===== src/rtl/sdram_burst_arbiter.sv =====
module sdram_burst_arbiter #(
  parameter int ADDR_W    = 24,
  parameter int DATA_W    = 32,
  parameter int BURST_LEN = 8,
  parameter int LINE_W    = 9,
  parameter int ROW_W     = 13,
  parameter int COL_W     = 9,
  parameter int BANK_W    = 2
) (
  input  logic              clk,
  input  logic              rst,
  input  logic              mem_ready,
  input  logic              mem_done,
  input  logic              mem_rd_valid,
  input  logic [DATA_W-1:0] mem_rdata,
  output logic              mem_rd_req,
  output logic              mem_wr_req,
  output logic [BANK_W-1:0] mem_bank,
  output logic [ROW_W-1:0]  mem_row,
  output logic [COL_W-1:0]  mem_col,
  output logic [DATA_W-1:0] mem_wdata,
  output logic              mem_wdata_valid,
  input  logic              disp_req,
  input  logic [ADDR_W-1:0] disp_addr,
  output logic              disp_fifo_we,
  output logic [DATA_W-1:0] disp_fifo_data,
  input  logic              cap_req,
  input  logic [ADDR_W-1:0] cap_addr,
  output logic              cap_fifo_re,
  input  logic [DATA_W-1:0] cap_fifo_data
);

  localparam int OFS_W  = $clog2(BURST_LEN);
  localparam int BIDX_W = COL_W - OFS_W;
  localparam int HI_LSB = BIDX_W + LINE_W;
  localparam int CNT_W  = $clog2(BURST_LEN + 1);
  localparam logic [CNT_W-1:0] LAST = CNT_W'(BURST_LEN);

  typedef enum logic [1:0] {S_IDLE, S_READ, S_WRITE} state_t;

  state_t             state;
  logic [CNT_W-1:0]   words;
  logic [DATA_W-1:0]  rdata_q;
  logic               grant_rd, grant_wr;
  logic [ADDR_W-1:0]  sel_addr;
  logic               unused_addr_hi;

  assign grant_rd = (state == S_IDLE) && mem_ready && disp_req;
  assign grant_wr = (state == S_IDLE) && mem_ready && !disp_req && cap_req;
  assign sel_addr = grant_rd ? disp_addr : cap_addr;
  assign unused_addr_hi = ^{disp_addr[ADDR_W-1:HI_LSB], cap_addr[ADDR_W-1:HI_LSB]};

  assign mem_bank       = '0;
  assign mem_wdata      = cap_fifo_data;
  assign disp_fifo_data = rdata_q;
  assign disp_fifo_we   = (state == S_READ) && mem_rd_valid && (words < LAST);
  assign cap_fifo_re    = (state == S_WRITE) && (words < LAST);

  always_ff @(negedge clk)
    rdata_q <= mem_rdata;

  always_ff @(posedge clk) begin
    if (rst) begin
      state           <= S_IDLE;
      words           <= '0;
      mem_rd_req      <= 1'b0;
      mem_wr_req      <= 1'b0;
      mem_row         <= '0;
      mem_col         <= '0;
      mem_wdata_valid <= 1'b0;
    end else begin
      mem_rd_req      <= grant_rd;
      mem_wr_req      <= grant_wr;
      mem_wdata_valid <= cap_fifo_re;
      if (grant_rd || grant_wr) begin
        mem_row <= ROW_W'(sel_addr[BIDX_W +: LINE_W]);
        mem_col <= {sel_addr[BIDX_W-1:0], OFS_W'(0)};
        words   <= '0;
        state   <= grant_rd ? S_READ : S_WRITE;
      end else if (state != S_IDLE) begin
        if (mem_done) begin
          state <= S_IDLE;
          words <= '0;
        end else if (disp_fifo_we || cap_fifo_re) begin
          words <= words + 1'b1;
        end
      end
    end
  end

endmodule



===== config.mk =====
export PLATFORM = sky130hd
export DESIGN_NAME = sdram_burst_arbiter
export DESIGN_NICKNAME = d
export VERILOG_FILES = /design/src/rtl/sdram_burst_arbiter.sv
export SDC_FILE = /design/constraint.sdc
export NUM_CORES = 1
export LEC_CHECK = 0
export BUFFER_PORTS_ARGS = -buffer_cell sky130_fd_sc_hd__buf_2
export CAP_MARGIN = 0
export CORE_AREA = 2 2 82 84
export DETAILED_ROUTE_END_ITERATION = 7
export DIE_AREA = 0 0 84 86
export MAX_ROUTING_LAYER = met4
export PLACE_DENSITY = 0.74
export RECOVER_POWER = 100
export SYNTH_ARGS = -nofsm -noshare
export SYNTH_HDL_FRONTEND = slang
export SYNTH_SLANG_ARGS = --single-unit

===== constraint.sdc =====
create_clock -name clk -period 4.75 [get_ports clk]
set_clock_uncertainty 0.2 [all_clocks]
set_input_delay 0.7125 -clock clk [delete_from_list [all_inputs] [get_ports clk]]
set_output_delay 0.7125 -clock clk [all_outputs]
set_load 0.02 [all_outputs]

==> impl_metrics.tcl, run 1 <==
set metrics [dict create \
    ctsHoldBuffers 0 \
    slew_violations 0 \
    synth_edf_count 0 \
    dr.pass1.iters 3 \
    portBuffers 120 \
    placed_area_um2 2380 \
    start_kind "flop" \
    ys_warn_count 0 \
    net-switching-power_uw 320 \
    antenna_found_initial 0 \
    nNetsFinal 426 \
    cp_num_cells 1 \
    ir_drop_mv 0.184 \
    tns_ns 0 \
    netlist_top_cells_count "dfxtp_1, buf_4, nand2_1" \
    htree_levels 2 \
    clkLatencyLatePin_ns 0.31 \
    finalInstanceArea_um2 2510 \
    fin_cells 384 \
    io_pins 212 \
    path_max_fanout 1 \
    cap_violations 0 \
    wirelength_um 4220 \
    power_density_nw_per_um2 402 \
    cts.sinks 56 \
    slowest_stage "dfxtp_1" \
    syn_avg_cell_area_um2 10.8 \
    core_um2 6280 \
    drtAntennaViolNets 0 \
    end_kind "output port" \
    worstReg2RegEnd "mem_row[4]$_SDFFE_PP0P_" \
    place_inst 345 \
    synth_top_area_cell "dfxtp_1" \
    ys.flop_type "dfxtp_1" \
    synth_seq_area_share 0.559 \
    r2r_slack_ns 2.55 \
    worstHoldPathCells 2 \
    start_util 0.319 \
    power_frac_comb 0.115 \
    hold_viol_final 0 \
    dieArea_um2 7220 \
    crit_path_end "disp_fifo_data[14]" \
    cts_inserted_buffers 5 \
    tightest_slew_ns 1.36 \
    ctsResizeCount 0 \
    netlist.area_leader.share 0.559 \
    critPathTopFamily "flip-flops" \
    cp.required_ns 3.84 \
    hold_class "flop to flop" \
    synth_cells 186 \
    clk_pin_slew_worst_paths_ns 0.12 \
    ys_ff_latch 56 \
    first_iter_violations 35 \
    globalplace.congestion 0.739 \
    path_buf_inv 1 \
    hold_ws_ns 0.263 \
    pwr-share-clk 0.383 \
    area_growth_pct 25.4 \
    dp.final_hpwl_um 3330 \
    grt_max_degree 20 \
    grt-ovfl-total 0 \
    cpPeakStageDelay_ns 0.31 \
    critPathArrivalTime_ns 3.30 \
    ys_top_cells_by_area "dfxtp_1, buf_4, mux2i_1, nand2_1, o21ai_0" \
    rr_worst_depth 4 \
    fillers 662 \
    drive_gt1_frac 0.248 \
    ys_types 28 \
    path_class "flop to output port" \
    critPathLaunch "disp_fifo_data[14]$_DFF_N_" \
    internal_power_uw 692 \
    clk_path_buf_depth 2 \
    drcViolationCount 0 \
    dr_total_vias 1606 \
    power_mw 1.01 \
    postCtsSetupBuffers 0 \
    grt_pass1_vias 1473 \
    max_slew_margin 0.0931 \
    antenna_cells 0 \
    wl_per_cell_um 11.0 \
    p_leak_nw 1.28 \
    die_h_um 86 \
    swShare 0.316 \
    run_status "finished clean" \
    seqPwrFrac 0.502 \
    synthArstFlopShare 0 \
    grt_first_pass_wirelength_um 6410 \
    cts_tree "yes" \
    syn-cell-area_um2 2000 \
    worstReg2RegStart "state[1]$_SDFFE_PP0P_" \
    viasPerCell 4.18 \
    die_w_um 84 \
    setup_viol 0 \
    rows 29 \
    synth_most_common_cell "dfxtp_1" \
    cts-root-buf "clkbuf_8" \
    rsz0062_at_grt "false" \
    cp_cell_sequence "clkbuf_1" \
    grt_usage 0.114 \
]
-- power groups by stage --
stage               Combinational (mW)  Sequential [mW]  Clock (mW)
detailed placement               0.127            0.516      0.0425
floorplan                       0.0861            0.545      0.0425
finish                           0.116            0.507       0.388
global route                     0.127            0.509       0.450
global placement                 0.125            0.515      0.0425
CTS                              0.127            0.507       0.409
-- metrics by stage --
stage	utilization	setup WS, ns
final	0.400	0.542
after global routing	0.400	0.483
after CTS	0.415	0.609
after detailed placement	0.379	1.00
after global placement	0.379	0.991
after floorplan	-	1.07
-- worst min-delay path by stage --
stage	endpoint	from
6_report	mem_col[5]$_SDFFE_PP0P_	mem_col[5]$_SDFFE_PP0P_
5_1_grt	mem_row[5]$_SDFFE_PP0P_	mem_row[5]$_SDFFE_PP0P_
4_1_cts	mem_row[0]$_SDFFE_PP0P_	mem_row[0]$_SDFFE_PP0P_
3_5_place_dp	mem_col[5]$_SDFFE_PP0P_	mem_col[5]$_SDFFE_PP0P_
3_3_place_gp	mem_col[5]$_SDFFE_PP0P_	mem_col[5]$_SDFFE_PP0P_
2_1_floorplan	words[1]$_SDFFE_PP0P_	words[1]$_SDFFE_PP0P_
-- sequential cells by signal (all words and copies together), names as in the netlist --
signal           count
disp_fifo_data      32
mem_col              6
mem_rd_req           1
mem_row              9
mem_wdata_valid      1
mem_wr_req           1
state                2
words                4
-- layer usage --
metal	wire (um)	part of all wire	global-route usage	vias up
li1	-	-	-	801
met1	1640	0.39	0.114	698
met2	2080	0.49	0.192	93
met3	414	0.098	0.0491	14
met4	85	0.020	0.0543	0
met5	0	0	-	-
-- cell families (layout without fill, tap and decap cells) --
group,count (synthesis),after routing,share of synthesized area
AND/OR/NAND/NOR,38,38,0.102
flip-flops,56,56,0.559
other,1,9,0.00187
buffers and inverters,48,161,0.179
AO/OA/AOI/OAI,26,26,0.0718
adder cells (fa/ha/maj),1,1,0.00624
multiplexers,16,16,0.0799
-- final cells by class --
class / instances / area, um^2 / area share
clock buffers: 5 / 68.8 / 0.0274
clock inverters: 35 / 156 / 0.0622
inverters: 1 / 3.75 / 0.00149
multi-input cells: 90 / 533 / 0.212
flip-flops and latches: 56 / 1120 / 0.446
well taps: 77 / 96.3 / 0.0383
repair buffers: 120 / 534 / 0.213
-- layout by cell type (no fill, tap or decap), drive strengths merged, types with 5 or more instances in the layout --
cell type,count
buf,67
conb,9
clkbuf,58
inv,36
o21ai,17
dfxtp,56
a21oi,5
nand2,21
mux2i,16
(Power assumes the default switching activity.)
==> inputs of run 2 (changes only) <==
--- a/config.mk
+++ b/config.mk
@@ -8,3 +8,3 @@
 export BUFFER_PORTS_ARGS = -buffer_cell sky130_fd_sc_hd__buf_2
-export CAP_MARGIN = 0
+export CAP_MARGIN = 5
 export CORE_AREA = 2 2 82 84
==> constraint.sdc (replaced) <==
create_clock -name clk -period 4.75 [get_ports clk]
set_clock_uncertainty 0.2 [all_clocks]
set_input_delay 1.425 -clock clk [delete_from_list [all_inputs] [get_ports clk]]
set_output_delay 1.425 -clock clk [all_outputs]
set_load 0.02 [all_outputs]
==> impl_metrics.tcl, run 2 (same netlist as run 1, synthesis figures left out) <==
set metrics [dict create \
    die_w_um 84 \
    antenna_found_initial 0 \
    cts.sinks 56 \
    gr-usage-met2 0.233 \
    internal_power_uw 716 \
    seqPwrFrac 0.487 \
    first_iter_violations 34 \
    hold_end "mem_col[5]$_SDFFE_PP0P_" \
    max_slew_margin 0.0744 \
    end_kind "output port" \
    grt_use_met3 0.0520 \
    drcViolationCount 0 \
    htree_levels 2 \
    mostFrequentLayoutCell "buf_2" \
    slowest_stage "dfxtp_2" \
    net-switching-power_uw 338 \
    ir_drop_mv 0.222 \
    drtAntennaViolNets 0 \
    dp.final_hpwl_um 3320 \
    clkLatencyLatePin_ns 0.32 \
    cpPeakStageDelay_ns 0.32 \
    start_util 0.319 \
    core_um2 6280 \
    run_status "finished with violations" \
    grt_first_pass_wirelength_um 7180 \
    portBuffers 120 \
    layout_common_cells "buf_2, inv_1, dfxtp_2, buf_6, dfxtp_1" \
    path_class "flop to output port" \
    globalplace.congestion 0.740 \
    dieArea_um2 7220 \
    cts_tree "yes" \
    critPathArrivalTime_ns 3.21 \
    setup_viol 32 \
    hold_viol_final 0 \
    busiest_layer "met2" \
    violations "setup timing" \
    r2r_slack_ns 2.50 \
    slew_violations 0 \
    path_max_fanout 1 \
    cp_cell_sequence "buf_6" \
    io_pins 212 \
    power_density_nw_per_um2 376 \
    wirelength_um 4630 \
    cp.required_ns 3.12 \
    power_mw 1.05 \
    wl_per_cell_um 12.0 \
    nNetsFinal 426 \
    critPathLaunch "disp_fifo_data[5]$_DFF_N_" \
    worstHoldPathCells 2 \
    grt_pass1_vias 1583 \
    antenna_cells 0 \
    grt_max_degree 20 \
    swShare 0.321 \
    worstReg2RegStart "state[1]$_SDFFE_PP0P_" \
    rows 29 \
    viasPerCell 4.21 \
    grt-ovfl-total 0 \
    cap_violations 0 \
    postCtsSetupBuffers 0 \
    die_h_um 86 \
    fillers 613 \
    worst_slack_ns -0.0854 \
    path_buf_inv 1 \
    cts_inserted_buffers 5 \
    cts-root-buf "clkbuf_8" \
    pwr-share-clk 0.382 \
    hold_class "flop to flop" \
    gr-usage-met1 0.125 \
    rr_worst_depth 4 \
    start_kind "flop" \
    critPathTopFamily "flip-flops" \
    tightest_slew_ns 1.39 \
    hold_start "mem_col[5]$_SDFFE_PP0P_" \
    area_growth_pct 39.6 \
    dr.pass1.iters 4 \
    clk_path_buf_depth 2 \
    power_frac_comb 0.131 \
    largest_reg_flops 32 \
    grt_usage 0.130 \
    worstReg2RegEnd "mem_row[4]$_SDFFE_PP0P_" \
    rsz0062_at_grt "true" \
    clk_pin_slew_worst_paths_ns 0.12 \
    hold_ws_ns 0.263 \
    p_leak_nw 1.43 \
    dr_total_vias 1616 \
    drive_gt1_frac 0.453 \
]
## run 2: cell types whose count changed in the layout (fill, tap and decap cells not counted)
cell      previous run  this run
clkinv_8             0         1
dfxtp_1             56        24
dfxtp_2              0        32
inv_8                1         0
buf_6                0        32
buf_2               67        66
clkbuf_1            53        22
## run 2: worst max-delay path by stage
stage	to	cells past startpoint
3_3_place_gp	disp_fifo_data[14]	1
2_1_floorplan	disp_fifo_data[0]	0
4_1_cts	disp_fifo_data[15]	1
5_1_grt	disp_fifo_data[5]	1
6_report	disp_fifo_data[5]	1
3_5_place_dp	disp_fifo_data[14]	1
## run 2: area by class of cell
type | instances | area [um^2] | share of cell area
tap | 77 | 96.3 | 0.0344
sequential | 56 | 1160 | 0.415
inverter | 1 | 3.75 | 0.00134
multi-input combinational | 90 | 533 | 0.191
clock buffer | 5 | 68.8 | 0.0246
clock inverter | 35 | 161 | 0.0577
timing repair buffer | 120 | 773 | 0.276
## run 2: power groups by stage
stage | Clock [mW] | Combinational (mW) | Sequential (mW)
6_report | 0.402 | 0.138 | 0.513
5_1_grt | 0.464 | 0.149 | 0.515
4_1_cts | 0.416 | 0.143 | 0.513
3_5_place_dp | 0.0425 | 0.127 | 0.516
3_3_place_gp | 0.0425 | 0.125 | 0.515
2_1_floorplan | 0.0425 | 0.0861 | 0.545
## run 2: metrics by stage
stage | cell area, um^2 | instances | util | setup TNS [ns] | setup WS (ns)
3_5_place_dp | 2380 | 345 | 0.379 | 0 | 0.277
2_1_floorplan | 2030 | 194 | - | 0 | 0.355
6_report | 2800 | 384 | 0.446 | -1.64 | -0.0854
3_3_place_gp | 2380 | 345 | 0.379 | 0 | 0.278
5_1_grt | 2800 | 384 | 0.446 | -2.89 | -0.117
4_1_cts | 2840 | 384 | 0.453 | -2.05 | -0.0943
## run 2: metal layers
layer  wire, um  share of wire
met3        422          0.091
met4         94          0.020
met2       2420           0.52
met5          0              0
met1       1690           0.36
## run 2: timing repair
| item | 4_1_cts | 5_1_grt |
|---|---|---|
| endpoints found under the setup margin | 32 | 32 |
| resized for setup | 93 | 3 |
| hold buffers | 0 | 0 |
| cloned | 0 | 0 |
